$ cat config.mk
export PLATFORM = sky130hd
export DESIGN_NAME = rtc_bcd_calendar
export DESIGN_NICKNAME = d
export VERILOG_FILES = /design/src/rtl/rtc_cal_pkg.sv /design/src/rtl/rtc_tick_div.sv /design/src/rtl/rtc_hour_step.sv /design/src/rtl/rtc_cal_step.sv /design/src/rtl/rtc_bcd_calendar.sv
export SDC_FILE = /design/constraint.sdc
export NUM_CORES = 1
export LEC_CHECK = 0
export BUFFER_PORTS_ARGS = -buffer_cell sky130_fd_sc_hd__buf_4
export CAP_MARGIN = 10
export CORE_ASPECT_RATIO = 2
export CORE_UTILIZATION = 50
export CTS_CLUSTER_DIAMETER = 100
export CTS_CLUSTER_SIZE = 28
export DETAILED_ROUTE_END_ITERATION = 10
export HOLD_SLACK_MARGIN = 0.06
export PLACE_DENSITY = 0.67
export SETUP_SLACK_MARGIN = 0.05
export SLEW_MARGIN = 20
export SYNTH_ARGS = -nofsm -noshare
export SYNTH_HDL_FRONTEND = slang
export SYNTH_HIERARCHICAL = 1
export SYNTH_SLANG_ARGS = --single-unit
$ cat constraint.sdc
create_clock -name clk -period 4.4 [get_ports clk]
set_clock_uncertainty 0.05 [all_clocks]
set_input_delay 0.66 -clock clk [delete_from_list [all_inputs] [get_ports clk]]
set_output_delay 0.66 -clock clk [all_outputs]
set_load 0.02 [all_outputs]
$ cat src/rtl/rtc_cal_pkg.sv
package rtc_cal_pkg;

  localparam int NTIME = 7;
  localparam int AW    = 3;

  localparam logic [AW-1:0] A_SEC  = 3'd0;
  localparam logic [AW-1:0] A_MIN  = 3'd1;
  localparam logic [AW-1:0] A_HOUR = 3'd2;
  localparam logic [AW-1:0] A_WDAY = 3'd3;
  localparam logic [AW-1:0] A_DATE = 3'd4;
  localparam logic [AW-1:0] A_MON  = 3'd5;
  localparam logic [AW-1:0] A_YEAR = 3'd6;
  localparam logic [AW-1:0] A_CTRL = 3'd7;

  localparam int HALT_BIT = 7;
  localparam int H12_BIT  = 6;
  localparam int PM_BIT   = 5;

  // Packed so that index [0] is seconds and [6] is year.
  typedef struct packed {
    logic [7:0] year;
    logic [7:0] mon;
    logic [7:0] date;
    logic [7:0] wday;
    logic [7:0] hour;
    logic [7:0] min;
    logic [7:0] sec;
  } cal_t;

  function automatic logic [7:0] bcd_inc(input logic [7:0] v);
    if (v[3:0] >= 4'd9) return {v[7:4] + 4'd1, 4'd0};
    else                return {v[7:4], v[3:0] + 4'd1};
  endfunction

  function automatic logic [6:0] bcd_to_bin(input logic [7:0] v);
    return 7'(v[7:4]) * 7'd10 + 7'(v[3:0]);
  endfunction

  function automatic logic [7:0] last_day(input logic [7:0] mon,
                                          input logic [7:0] year);
    logic [6:0] yb;
    yb = bcd_to_bin(year);
    case (mon)
      8'h02:                      return (yb[1:0] == 2'b00) ? 8'h29 : 8'h28;
      8'h04, 8'h06, 8'h09, 8'h11: return 8'h30;
      default:                    return 8'h31;
    endcase
  endfunction

endpackage

$ cat src/rtl/rtc_tick_div.sv
module rtc_tick_div #(
  parameter int TICKS_PER_SEC = 4
) (
  input  logic clk,
  input  logic rst_n,
  input  logic tick,
  input  logic run,
  input  logic clr,
  output logic sec_stb
);
  localparam int CW = (TICKS_PER_SEC > 1) ? $clog2(TICKS_PER_SEC) : 1;
  localparam logic [CW-1:0] LAST = CW'(TICKS_PER_SEC - 1);

  logic [CW-1:0] cnt;

  always_ff @(posedge clk or negedge rst_n) begin
    if (!rst_n)             cnt <= '0;
    else if (clr)           cnt <= '0;
    else if (run && tick)   cnt <= (cnt == LAST) ? '0 : cnt + 1'b1;
  end

  assign sec_stb = run & tick & ~clr & (cnt == LAST);

  // a restart leaves the count at zero
  a_r4_clear_zero: assert property (@(posedge clk) disable iff (!rst_n)
    clr |=> (cnt == '0));

  // while stopped the count holds
  a_r12_hold_count: assert property (@(posedge clk) disable iff (!rst_n)
    (!run && !clr) |=> $stable(cnt));

  generate
    if (TICKS_PER_SEC > 1) begin : g_spacing
      // two seconds never complete on back-to-back cycles
      a_r3_no_back_to_back: assert property (@(posedge clk) disable iff (!rst_n)
        sec_stb |=> !sec_stb);
    end
  endgenerate
endmodule

$ cat src/rtl/rtc_hour_step.sv
module rtc_hour_step
  import rtc_cal_pkg::*;
(
  input  logic [7:0] hour_in,
  output logic [7:0] hour_out,
  output logic       day_carry
);
  logic [7:0] hr;
  logic       pm;

  always_comb begin
    hour_out  = hour_in;
    day_carry = 1'b0;
    pm        = hour_in[PM_BIT];
    hr        = 8'h00;
    if (hour_in[H12_BIT]) begin
      hr = {3'b000, hour_in[4:0]};
      if (hr >= 8'h12) begin
        hr = 8'h01;                 // 12 -> 1, PM unchanged
      end else if (hr == 8'h11) begin
        hr        = 8'h12;
        day_carry = pm;             // 11 PM -> 12 AM starts a new day
        pm        = ~pm;
      end else begin
        hr = bcd_inc(hr);
      end
      hour_out = {1'b0, 1'b1, pm, hr[4:0]};
    end else begin
      hr = {2'b00, hour_in[5:0]};
      if (hr >= 8'h23) begin
        hour_out  = 8'h00;
        day_carry = 1'b1;
      end else begin
        hour_out = bcd_inc(hr);
      end
    end
  end
endmodule

$ cat src/rtl/rtc_cal_step.sv
module rtc_cal_step
  import rtc_cal_pkg::*;
(
  input  cal_t cur,
  output cal_t nxt
);
  logic [7:0] hour_adv;
  logic       hour_dc;
  logic       c_sec, c_min, c_day, c_mon, c_year;
  logic       date_end;

  rtc_hour_step u_hour (
    .hour_in  (cur.hour),
    .hour_out (hour_adv),
    .day_carry(hour_dc)
  );

  always_comb begin
    c_sec    = (cur.sec >= 8'h59);
    c_min    = c_sec && (cur.min >= 8'h59);
    c_day    = c_min && hour_dc;
    date_end = (cur.date >= last_day(cur.mon, cur.year));
    c_mon    = c_day && date_end;
    c_year   = c_mon && (cur.mon >= 8'h12);

    nxt.sec  = c_sec ? 8'h00 : bcd_inc(cur.sec);
    nxt.min  = c_sec ? ((cur.min >= 8'h59) ? 8'h00 : bcd_inc(cur.min)) : cur.min;
    nxt.hour = c_min ? hour_adv : cur.hour;
    nxt.wday = c_day ? ((cur.wday >= 8'h07) ? 8'h01 : cur.wday + 8'd1) : cur.wday;
    nxt.date = c_day ? (date_end ? 8'h01 : bcd_inc(cur.date)) : cur.date;
    nxt.mon  = c_mon ? ((cur.mon >= 8'h12) ? 8'h01 : bcd_inc(cur.mon)) : cur.mon;
    nxt.year = c_year ? ((cur.year >= 8'h99) ? 8'h00 : bcd_inc(cur.year)) : cur.year;
  end
endmodule

$ cat src/rtl/rtc_bcd_calendar.sv
module rtc_bcd_calendar
  import rtc_cal_pkg::*;
#(
  parameter int TICKS_PER_SEC = 4
) (
  input  logic       clk,
  input  logic       rst_n,
  input  logic       tick,
  input  logic       wr_en,
  input  logic [2:0] wr_addr,
  input  logic [7:0] wr_data,
  input  logic [2:0] rd_addr,
  output logic [7:0] rd_data
);
  localparam logic [NTIME-1:0][7:0] RST_VAL =
    {8'h00, 8'h01, 8'h01, 8'h01, 8'h00, 8'h00, 8'h00};

  logic [NTIME-1:0][7:0] tregs;
  logic [7:0]            ctrl_q;
  cal_t                  cur, nxt;
  logic                  wr_time, halt, sec_stb;

  assign wr_time = wr_en && (wr_addr != A_CTRL);
  assign halt    = ctrl_q[HALT_BIT];
  assign cur     = cal_t'(tregs);

  rtc_tick_div #(.TICKS_PER_SEC(TICKS_PER_SEC)) u_div (
    .clk    (clk),
    .rst_n  (rst_n),
    .tick   (tick),
    .run    (~halt),
    .clr    (wr_time),
    .sec_stb(sec_stb)
  );

  rtc_cal_step u_step (
    .cur(cur),
    .nxt(nxt)
  );

  logic [NTIME-1:0][7:0] nxt_v;
  assign nxt_v = nxt;

  generate
    for (genvar i = 0; i < NTIME; i++) begin : g_field
      always_ff @(posedge clk or negedge rst_n) begin
        if (!rst_n)                                 tregs[i] <= RST_VAL[i];
        else if (wr_en && wr_addr == AW'(i))        tregs[i] <= wr_data;
        else if (sec_stb)                           tregs[i] <= nxt_v[i];
      end
    end
  endgenerate

  always_ff @(posedge clk or negedge rst_n) begin
    if (!rst_n)                           ctrl_q <= 8'h00;
    else if (wr_en && wr_addr == A_CTRL)  ctrl_q <= wr_data;
  end

  assign rd_data = (rd_addr == A_CTRL) ? ctrl_q : tregs[rd_addr];

  // a written hour byte is stored verbatim
  a_r2_load_hour: assert property (@(posedge clk) disable iff (!rst_n)
    (wr_en && wr_addr == A_HOUR) |=> (tregs[A_HOUR] == $past(wr_data)));

  // halted and not written means frozen
  a_r12_halt_freeze: assert property (@(posedge clk) disable iff (!rst_n)
    (halt && !wr_time) |=> $stable(tregs));

  // a write to another field leaves the seconds alone
  a_r13_write_blocks_step: assert property (@(posedge clk) disable iff (!rst_n)
    (wr_time && wr_addr != A_SEC) |=> $stable(tregs[A_SEC]));

  // noon rolls to one PM
  a_r7_noon_to_one: assert property (@(posedge clk) disable iff (!rst_n)
    (sec_stb && tregs[A_SEC] == 8'h59 && tregs[A_MIN] == 8'h59 &&
     tregs[A_HOUR] == 8'h72) |=> (tregs[A_HOUR] == 8'h61));

  // 23:59:59 rolls to 00:00:00
  a_r6_midnight: assert property (@(posedge clk) disable iff (!rst_n)
    (sec_stb && tregs[A_SEC] == 8'h59 && tregs[A_MIN] == 8'h59 &&
     tregs[A_HOUR] == 8'h23) |=> (tregs[A_HOUR] == 8'h00 && tregs[A_SEC] == 8'h00));
endmodule

==> Word level (Yosys, flattened, before mapping) <==
Index checks and enable logic that the tools add are counted.
W data, S select, Z words.
{ "op_classes": {"n_addsub": 16, "n_mul": 1, "div_mod_pow": 0, "magnitude_cmp": 15, "n_eq_ne": 19, "n_shift": 0, "mux": 51, "bitwise": 6, "reduce_logical": 50} }
{ "op_table": {"columns": ["op", "n"], "rows": [
  ["$mux W8", 33],
  ["$add A4 B1 Y4 const B", 11],
  ["$reduce_bool A2 Y1", 14],
  ["$bmux W8 S3", 1],
  ["$ge A4 B4 Y1 const B", 6],
  ["$mux W7", 3],
  ["$eq A8 B3 Y1 const B", 2],
  ["$ge A8 B7 Y1 const B", 2],
  ["$pmux W8 S2", 1],
  ["$eq A3 B3 Y1 const B", 5],
  ["$mux W5", 3],
  ["$reduce_bool A3 Y1", 5],
  ["$logic_and A1 B1 Y1", 14],
  ["$reduce_and A2 Y1", 7],
  ["$reduce_and A3 Y1", 4],
  ["$add A8 B1 Y8 const B", 1],
  ["$eq A8 B2 Y1 const B", 1],
  ["$eq A8 B4 Y1 const B", 1],
  ["$eq A8 B5 Y1 const B", 1],
  ["$ge A8 B3 Y1 const B", 1],
  ["$ge A8 B5 Y1 const B", 1],
  ["$ge A8 B8 Y1", 1],
  ["$ge A8 B8 Y1 const B", 1],
  ["$mux W1", 7],
  ["other kinds (24)", 32]
]} }
{ "word_totals": {"ff_bits": 66, "latch_bits": 0, "ram_bits": 0, "rom_bits": 0, "input_bits": 18, "out_inout_bits": 8, "elab_cells": 174, "n_memories": 0} }

==> Logic depth before layout (Yosys ltp) <==
Gate-level depths: netlist of the first run.
{ "depth": {"ltp_word": 11, "ltp_mapped": 17, "depth_no_buf": 15} }

==> By module <==
Netlist of the first run, hierarchy kept.
{ "modules_own_cells": {"columns": ["mod", "instances", "cells_per_inst", "area_per_inst_um2", "seq_area_each_um2"], "rows": [
  ["rtc_bcd_calendar", 1, 238, 3639.7, 1605.3],
  ["rtc_cal_step", 1, 247, 1771.7, 0.0],
  ["rtc_hour_step", 1, 49, 381.6, 0.0],
  ["rtc_tick_div", 1, 10, 120.1, 50.0]
]} }

==> Worst setup path before layout of the first run <==
Ideal clock, no wire load.
{ "synth_timing": {"kind": "reg-to-reg", "startpoint": "register tregs (netlist bit cur[40])", "endpoint": "register tregs (netlist bit cur[50])", "setup_ns": 0.125, "arrival_ns": 3.384, "setup_slack_ns": 0.841, "stages_incl_launch_ff": 18, "period_less_slack_ns": 3.559, "cell_sequence": "dfstp_2 -> inv_1 -> ha_1 -> o211ai_1 -> a21oi_1 -> a31oi_1 -> nor3_1 -> a21oi_1 -> ha_1 -> nor4b_2 -> o211ai_2 -> or3_1 -> buf_6 -> nand2_1 -> buf_4 -> o41ai_2 -> mux2_2 -> mux2_2"} }
{ "synth_via": {"elab_chain_len": 8} }
{ "synth_lines": {"columns": ["element", "line", "rtl"], "rows": [
  ["start: declaration", "rtc_bcd_calendar.sv:18", "logic [NTIME-1:0][7:0] tregs;"],
  ["start signal: indexed assignment", "rtc_bcd_calendar.sv:47", "if (!rst_n) tregs[i] <= RST_VAL[i];"],
  ["start signal: indexed assignment", "rtc_bcd_calendar.sv:48", "else if (wr_en && wr_addr == AW'(i)) tregs[i] <= wr_data;"],
  ["start signal: indexed assignment", "rtc_bcd_calendar.sv:49", "else if (sec_stb) tregs[i] <= nxt_v[i];"],
  ["$eq A8 B3 Y1 (tied with other cells)", "rtc_cal_pkg.sv:43", "case (mon)"],
  ["$reduce_or A4 Y1", "rtc_cal_pkg.sv:43", null],
  ["$pmux W8 S2", "rtc_cal_pkg.sv:43", null],
  ["$ge A8 B8 Y1", "rtc_cal_step.sv:22", "date_end = (cur.date >= last_day(cur.mon, cur.year));"],
  ["$logic_and A1 B1 Y1", "rtc_cal_step.sv:23", "c_mon = c_day && date_end;"],
  ["$logic_and A1 B1 Y1 *", "rtc_cal_step.sv:24", "c_year = c_mon && (cur.mon >= 8'h12);"],
  ["$reduce_bool A2 Y1 (no line) *", null, null],
  ["$reduce_and A2 Y1 (no line) *", null, null]
]} }
Mark *: on every way between the ends. The rest lies on a longest branch, timed or not.
A chain may end at the register's enable or synchronous reset.

==> Final worst setup path of the first run <==
Same ends and word-level chain as after synthesis.

==> results of run 1 <==
final timing paths:
check / cells past startpoint / to
worst max-delay path: 15 / cur[50]
min in group clk: 1 / ctrl_q[5]
worst max register to register: 15 / cur[50]
worst min-delay path: 1 / ctrl_q[1]
worst min register to register: 1 / ctrl_q[5]
max in group asynchronous: 1 / cur[50]
timing repair:
action | 4_1_cts | 5_1_grt
endpoints found under the setup margin | 0 | 4
gates resized for setup | 0 | 1
buffers inserted | 0 | 0
hold buffers | 0 | 0
logic make-up (layout without fill, tap and decap cells):
kind of cell / Yosys count / count (layout) / share of synthesized area
AND/OR/NAND/NOR: 121 / 121 / 0.1193
multiplexers: 156 / 156 / 0.3322
adder cells (fa/ha/maj): 39 / 39 / 0.08252
other: 2 / 2 / 0.001270
buffers and inverters: 63 / 77 / 0.05226
AO/OA/AOI/OAI: 89 / 89 / 0.1206
XOR/XNOR: 8 / 8 / 0.01185
flip-flops: 66 / 66 / 0.2799
registers in the layout (all words and copies together) (netlist names):
register / flops
ctrl_q: 8
cur: 56
u_div/cnt: 2
per-layer routing:
layer | up-vias | part of all wire | GRT usage
li1 | 2042 | - | -
met1 | 2224 | 0.38 | 0.2877
met2 | 158 | 0.52 | 0.4749
met3 | 51 | 0.045 | 0.03392
met4 | 0 | 0.055 | 0.1636
met5 | - | 0 | 0
final cells by class:
class | count | share of cell area
Clock inverter | 4 | 0.004503
Tap cell | 142 | 0.02780
Inverter | 31 | 0.01821
Timing Repair Buffer | 30 | 0.03524
Clock buffer | 12 | 0.03700
Sequential cell | 66 | 0.2590
Multi-Input combinational cell | 415 | 0.6182
worst reg2reg max path, cell delays in order, from the launching register on:
cell and delay, ns:
dfstp_2 0.58, inv_1 0.11, ha_1 0.24, o211ai_1 0.18
a21oi_1 0.10, a31oi_1 0.16, nor3_1 0.09, a21oi_1 0.15
ha_1 0.26, nor4b_2 0.33, o211ai_2 0.19, or3_1 0.51
nand2_2 0.31, o41ai_2 0.13, mux2_2 0.29, mux2_2 0.26
metrics by stage:
stage	instances	total power, W
3_3_place_gp	684	0.002408
3_5_place_dp	684	0.002466
6_report	700	0.003129
5_1_grt	700	0.003328
2_1_floorplan	544	0.002077
4_1_cts	700	0.003131
synth_stat cells, drive strengths merged, types with 2 or more instances:
cell | instances | share of area
nand4bb | 4 | 0.0076
dfstp | 3 | 0.013
o31ai | 11 | 0.016
nand4b | 6 | 0.0089
o22a | 2 | 0.0030
o211ai | 4 | 0.0059
o41ai | 7 | 0.020
nand4 | 5 | 0.0053
ha | 39 | 0.083
nor3b | 5 | 0.0063
a21bo | 2 | 0.0034
nand2 | 17 | 0.011
conb | 2 | 0.0013
o22ai | 2 | 0.0021
inv | 31 | 0.020
xor2 | 3 | 0.0044
nor2b | 2 | 0.0021
and3 | 6 | 0.0072
mux4 | 16 | 0.061
nand3 | 19 | 0.017
a21boi | 3 | 0.0038
a22o | 3 | 0.0044
a41oi | 3 | 0.0044
mux2 | 138 | 0.27
o21a | 3 | 0.0038
a31oi | 5 | 0.0053
nor3 | 8 | 0.0093
mux2i | 2 | 0.0034
dfrtp | 63 | 0.27
or3b | 3 | 0.0049
and2 | 5 | 0.0053
buf | 24 | 0.028
a21oi | 18 | 0.015
xnor2 | 5 | 0.0074
nand2b | 3 | 0.0032
o32ai | 3 | 0.0070
nor4 | 2 | 0.0021
o21ai | 14 | 0.012
clkbuf | 8 | 0.0051
a31o | 3 | 0.0044
nor2 | 30 | 0.019
power by group through the flow:
stage          sequential, W  clock (W)  combinational, W
6_report             0.00107   0.000650           0.00141
5_1_grt              0.00110   0.000693           0.00153
4_1_cts              0.00107   0.000666           0.00140
3_5_place_dp         0.00108          0           0.00139
3_3_place_gp         0.00107          0           0.00134
2_1_floorplan       0.000955          0           0.00112
==> summary.txt, run 1 <==
Pwr
  • Register share of total power: 0.342
  • Combinational share of power: 0.450
  • Psw: ~0.0013 W
  • Leakage power total: 2.695 nW
  • Maximum VDD drop: 246.6 uV
  • Clock power frac: 0.208
  • PD cells: between 400 and 500 nW/um^2
  • Net Sw Frac: 0.4004
  • Internal: 0.001876 W

Timing
  • Fin. max-slew vios: 0
  • Worst-Margin Slew: approximately 0.9 ns
  • Setup Total Neg Slack: 0 ns
  • Final setup margin: 0.3596 ns
  • Hold slack final: between 0.3 and 0.4 ns
  • Final setup fails: 0
  • Fmax: around 0.25 GHz
  • Minimum clock period: 4.040 ns
  • Slew Limit Headroom: 0.4012
  • Crit share post-route: 0.9183
  • Final-report hold violation count: 0
  • RSZ-0062 raised after global routing: no

Setup path
  • Crit path launch type: register
  • Max stage delay on crit path: 0.58 ns
  • Crit path launch: cur[40]
  • Reg-to-reg slack, setup: 0.36 ns
  • CP max-delay cell: dfstp_2
  • CP Data Required Time: 4.57 ns
  • Largest delay share family, worst path: simple AND/OR/NAND/NOR gates
  • Reg-to-Reg Start: cur[40]
  • Worst EP arrival: roughly 4.2 ns
  • Crit path cell chain: inv_1 > ha_1 > o211ai_1 > a21oi_1 > a31oi_1 > nor3_1 > a21oi_1 > ha_1 > nor4b_2 > o211ai_2 > or3_1 > nand2_2 > o41ai_2 > mux2_2 > mux2_2
  • Worst-path fanout max: 11
  • Worst path bufs/invs: 1
  • Critical Path Sink Type: register
  • Setup CP Type: register to register

Floorplan
  • Die span in x: between 70 and 80 um
  • Placeable Area: between 10000 and 15000 um^2
  • Top-level port count: 26
  • FP Rows: 55
  • Die Span Y: 155.8 um
  • Initial core utilization: 0.5176
  • Die area: 12290 um^2

CTS
  • Clock sinks: 66
  • H-tree Lvls: 3
  • CTS tree: yes
  • Clk pin slew, worst setup/hold paths: 0.06 ns
  • Clk root buf: clkbuf_16
  • Clock buffer count from CTS: 9
  • CTS max path bufs: 2
  • Clk_lat worst skew: 0.33 ns

Placed design
  • Setup WS pre-CTS: 0.2778 ns
  • Cell Area, Placed: 6123 um^2
  • Post-DP HPWL: between 10000 and 15000 um
  • Gpl congestion: 0.8953
  • I/O Buffers: 25

Global routing
  • Overflow after GRT: 0
  • GRT Util Overall: 0.2643
  • Vias in the first global route: 4563
  • First-pass GRT wire length: 24420 um
  • Initial antenna violation count: 0
  • Largest net degree at the start of global routing: between 60 and 70

Synthesis
  • Synthesized area: 5913 um^2
  • Yosys warns: 6
  • Synthesized Nets: 601
  • Main synth FF type: dfrtp_1
  • Post-synthesis cell count: 544
  • #FFs+latches synth: between 60 and 70
  • Syn_area_per_cell: 10.87 um^2
  • Yosys cell types: between 70 and 80
  • Post-synth EDFFs: 0
  • Register area share after synthesis: 0.2799
  • Post-synth ARST share: 1.000

Worst hold path
  • Hold crit path type: primary input to asynchronous set/reset pin

Route
  • Antenna violation net count after detailed routing: 0
  • Vias per inst: 6.393
  • Detailed Route Iter0 Violations: 213
  • Drt wl/cell: 22.02 um
  • Routed WL: 15420 um
  • Drt pass-1 iters: 5
  • Residual DRC: 0
  • Vias: 4475

Final layout
  • Commonest non-fill, non-tap cell in the layout: mux2_2
  • Fin util: 0.5595
  • P&R area growth vs syn: 8.083%
  • # diodes: 0
  • Commonest cells after routing, fill and taps aside: mux2_2 (129), dfrtp_1 (63), ha_1 (39), inv_1 (31)
  • Finished Cell Area: between 6000 and 7000 um^2
  • Total Nets Final: 610
  • Fillers: 1021
  • Register Area: 1655 um^2
  • Share of cells above drive strength 1: 0.3978
  • Multi-input gate area: 3951 um^2

Run
  • Max_cap viols: 0

Outcome
  • Status: complete, no violations
(Power assumes the default switching activity.)
==> inputs of run 2 (changes only) <==
--- a/config.mk
+++ b/config.mk
@@ -5,9 +5,11 @@
 export SDC_FILE = /design/constraint.sdc
 export NUM_CORES = 1
 export LEC_CHECK = 0
+export ABC_AREA = 1
 export BUFFER_PORTS_ARGS = -buffer_cell sky130_fd_sc_hd__buf_4
 export CAP_MARGIN = 10
 export CORE_ASPECT_RATIO = 2
+export CORE_MARGIN = 2
 export CORE_UTILIZATION = 50
 export CTS_CLUSTER_DIAMETER = 100
 export CTS_CLUSTER_SIZE = 28
==> run 2 against run 1 <==
Against the previous run:
- global-route usage up 2.9 points
- area after synthesis is 4.3% higher
- register-to-register slack improved by 1.1 ns
- final cell count grew 63%
- sequential share of layout area down 1.1 points
- core utilization shrank 0.97 points
- combinational power is 24% lower
- largest cell class unchanged
- highest routed layer unchanged
==> summary.txt, run 2 <==
Outcome
  • Status: complete, no violations

Setup path
  • Setup CP Type: register to register
  • Crit path launch type: register
  • CP Data Required Time: 4.61 ns
  • Critical Path Sink Type: register
  • Worst EP arrival: 3.13 ns
  • Worst-path fanout max: 8

Synthesis
  • Simple-Gate Fraction of Synth Area: 0.4729
  • Post-synthesis cell count: 982
  • Most common cell in the netlist: nand2_1
  • Register area share after synthesis: 0.2683
  • Synthesized area: 6170 um^2
  • Yosys cell types: 39
  • Syn_area_per_cell: 6.283 um^2
  • Post-synth top area cell: dfrtp_1
  • Area share of the largest cell type after synthesis: 0.2555
  • Synth Area in Compound Gates: 0.04908
  • Main synth FF type: dfrtp_1
  • Post-synthesis mux area share: 0
  • Post-Synth XOR/XNOR Area: 0.02555
  • Post-synth top cells: nand2_1 (375), nand3_1 (176), inv_1 (107)
  • #FFs+latches synth: 66
  • Synthesized Nets: 1039
  • Top cells by area, synth: dfrtp_1 (26%), nand2_1 (23%), nand3_1 (14%)
  • Post-synth EDFFs: 0
  • Largest family of logic cells by synthesized area: simple AND/OR/NAND/NOR gates
  • Yosys warns: 6
  • Post-synthesis adder-cell area fraction: 0.07909
  • Post-synth ARST share: 1.000

CTS
  • Hold-fix buffers, CTS: 0
  • Clock buffer count from CTS: 9
  • Post-CTS sizing: 0
  • CTS max path bufs: 2
  • CTS tree: yes
  • Clock sinks: 66
  • Clk_lat worst skew: roughly 0.33 ns
  • Setup Fix Bufs, Post-CTS: 0
  • H-tree Lvls: 3
  • Clk root buf: clkbuf_16
  • Clk pin slew, worst setup/hold paths: 0.06 ns

Global routing
  • Vias in the first global route: 5837
  • Met1 GRT Util: 0.3671
  • Met3 global-route usage: 0.03128
  • Met2 usage: 0.4956
  • Gr busiest metal: met2
  • Largest net degree at the start of global routing: 67
  • Initial antenna violation count: 0
  • Overflow after GRT: 0
  • GRT Util Overall: 0.2930
  • First-pass GRT wire length: 29930 um

Final layout
  • # diodes: 0
  • Commonest non-fill, non-tap cell in the layout: nand2_1
  • Commonest cells after routing, fill and taps aside: nand2_1 (375), nand3_1 (176), inv_1 (107), dfrtp_1 (63), ha_1 (39)
  • Max FFs per register: 56
  • Fin util: 0.5497
  • Post-Layout Cell Count: 1138
  • P&R area growth vs syn: 8.031%
  • Total Nets Final: ~1000
  • Share of cells above drive strength 1: 0.1070

Placed design
  • Gpl congestion: 0.9150
  • Post-DP HPWL: 12950 um
  • Placed Cells: 1122
  • I/O Buffers: 25
  • Setup WS pre-CTS: 1.508 ns

Pwr
  • Internal: 0.001556 W
  • PD cells: 409.1 nW/um^2
  • Clock power frac: 0.254
  • Register share of total power: 0.354
  • Maximum VDD drop: a little under 300 uV
  • Psw: around 0.0012 W
  • Net Sw Frac: 0.4294
  • Combinational share of power: 0.392
  • Leakage power total: 3.545 nW

Timing
  • Minimum clock period: approximately 3 ns
  • Final setup fails: 0
  • Fmax: 0.3427 GHz
  • Setup Total Neg Slack: 0 ns
  • RSZ-0062 raised after global routing: no
  • Hold slack final: approximately 0.38 ns
  • Fin. max-slew vios: 0
  • Slew Limit Headroom: 0.3872
  • Crit share post-route: 0.6631
  • Final setup margin: 1.482 ns
  • Final-report hold violation count: 0
  • Worst-Margin Slew: 0.9192 ns

Route
  • Detailed Route Iter0 Violations: about 460
  • Vias per inst: 5.428
  • Vias: 6177
  • Drt pass-1 iters: 7
  • Antenna violation net count after detailed routing: 0
  • Routed WL: 17990 um
  • Residual DRC: 0
  • Drt wl/cell: about 16 um

Worst hold path
  • Hold crit path type: primary input to asynchronous set/reset pin

Run
  • Max_cap viols: 0

Floorplan
  • FP Rows: 57
  • Placeable Area: 12120 um^2
  • Die area: roughly 13000 um^2
  • Die span in x: a little over 80 um
  • Die Span Y: ~160 um
  • Initial core utilization: 0.5089
  • Top-level port count: 26
-- run 2: changes by cell type after synthesis, moves of 14 or more --
cell     delta
nor2_2     +14
o21ai_0    +27
mux4_2     -16
nand3_1   +158
nand2_1   +358
mux2_2    -129
inv_1      +76
-- run 2: metrics by stage --
step,total power (W),area (um^2)
6_report,0.002727,6665
3_5_place_dp,0.002032,6381
4_1_cts,0.002728,6665
2_1_floorplan,0.001745,6170
5_1_grt,0.002950,6665
3_3_place_gp,0.002022,6381
-- run 2: critical path, stage by stage (launching register included) --
cell	delay, ns
dfstp_2	0.59
inv_1	0.10
ha_1	0.21
o21ai_0	0.14
o21ai_0	0.11
a41oi_1	0.22
nand2_1	0.08
inv_1	0.06
ha_1	0.21
nand2_1	0.06
nor2_1	0.06
nand2_1	0.09
nand3_1	0.22
nand2_1	0.31
nand2_1	0.08
o21ai_1	0.09
nand3_1	0.09
nand3_1	0.08
-- run 2: cell type report --
| type | count | area, um^2 |
|---|---|---|
| fill | 1283 | 5459 |
| clock buffer | 14 | 274.0 |
| clock inverter | 2 | 10.01 |
| timing repair buffer | 26 | 207.7 |
| inverter | 121 | 454.2 |
| multi-input combinational | 762 | 3880 |
| sequential | 66 | 1655 |
| tap | 147 | 183.9 |
-- run 2: worst paths after layout --
check | slack [ns] | endpoint | depth (start not counted) | from
max | 1.48 | cur[41] | 17 | cur[40]
min | 0.38 | cur[8] | 1 | rst_n
max reg2reg | 1.48 | cur[41] | 17 | cur[40]
min reg2reg | 0.47 | ctrl_q[5] | 2 | ctrl_q[5]
max in group asynchronous | 3.28 | cur[54] | 1 | rst_n
min in group clk | 0.47 | ctrl_q[5] | 2 | ctrl_q[5]
-- run 2: power groups by stage --
stage	clock network (W)	logic (W)	registers, W
finish	0.000694	0.00107	0.000964
global route	0.000727	0.00123	0.000993
CTS	0.000701	0.00106	0.000964
detailed placement	0	0.00106	0.000975
global placement	0	0.00105	0.000976
floorplan	0	0.000849	0.000896
-- run 2: cells by family after synthesis --
family | Yosys count
XOR/XNOR | 18
AO/OA/AOI/OAI | 57
flip-flops | 66
other | 2
adder cells (fa/ha/maj) | 39
buffers and inverters | 154
AND/OR/NAND/NOR | 646
-- run 2: per-layer routing --
layer	wire length (um)	vias to the layer above
li1	-	3098
met1	7139	2844
met2	9137	187
met3	877	48
met4	837	0
met5	0	-
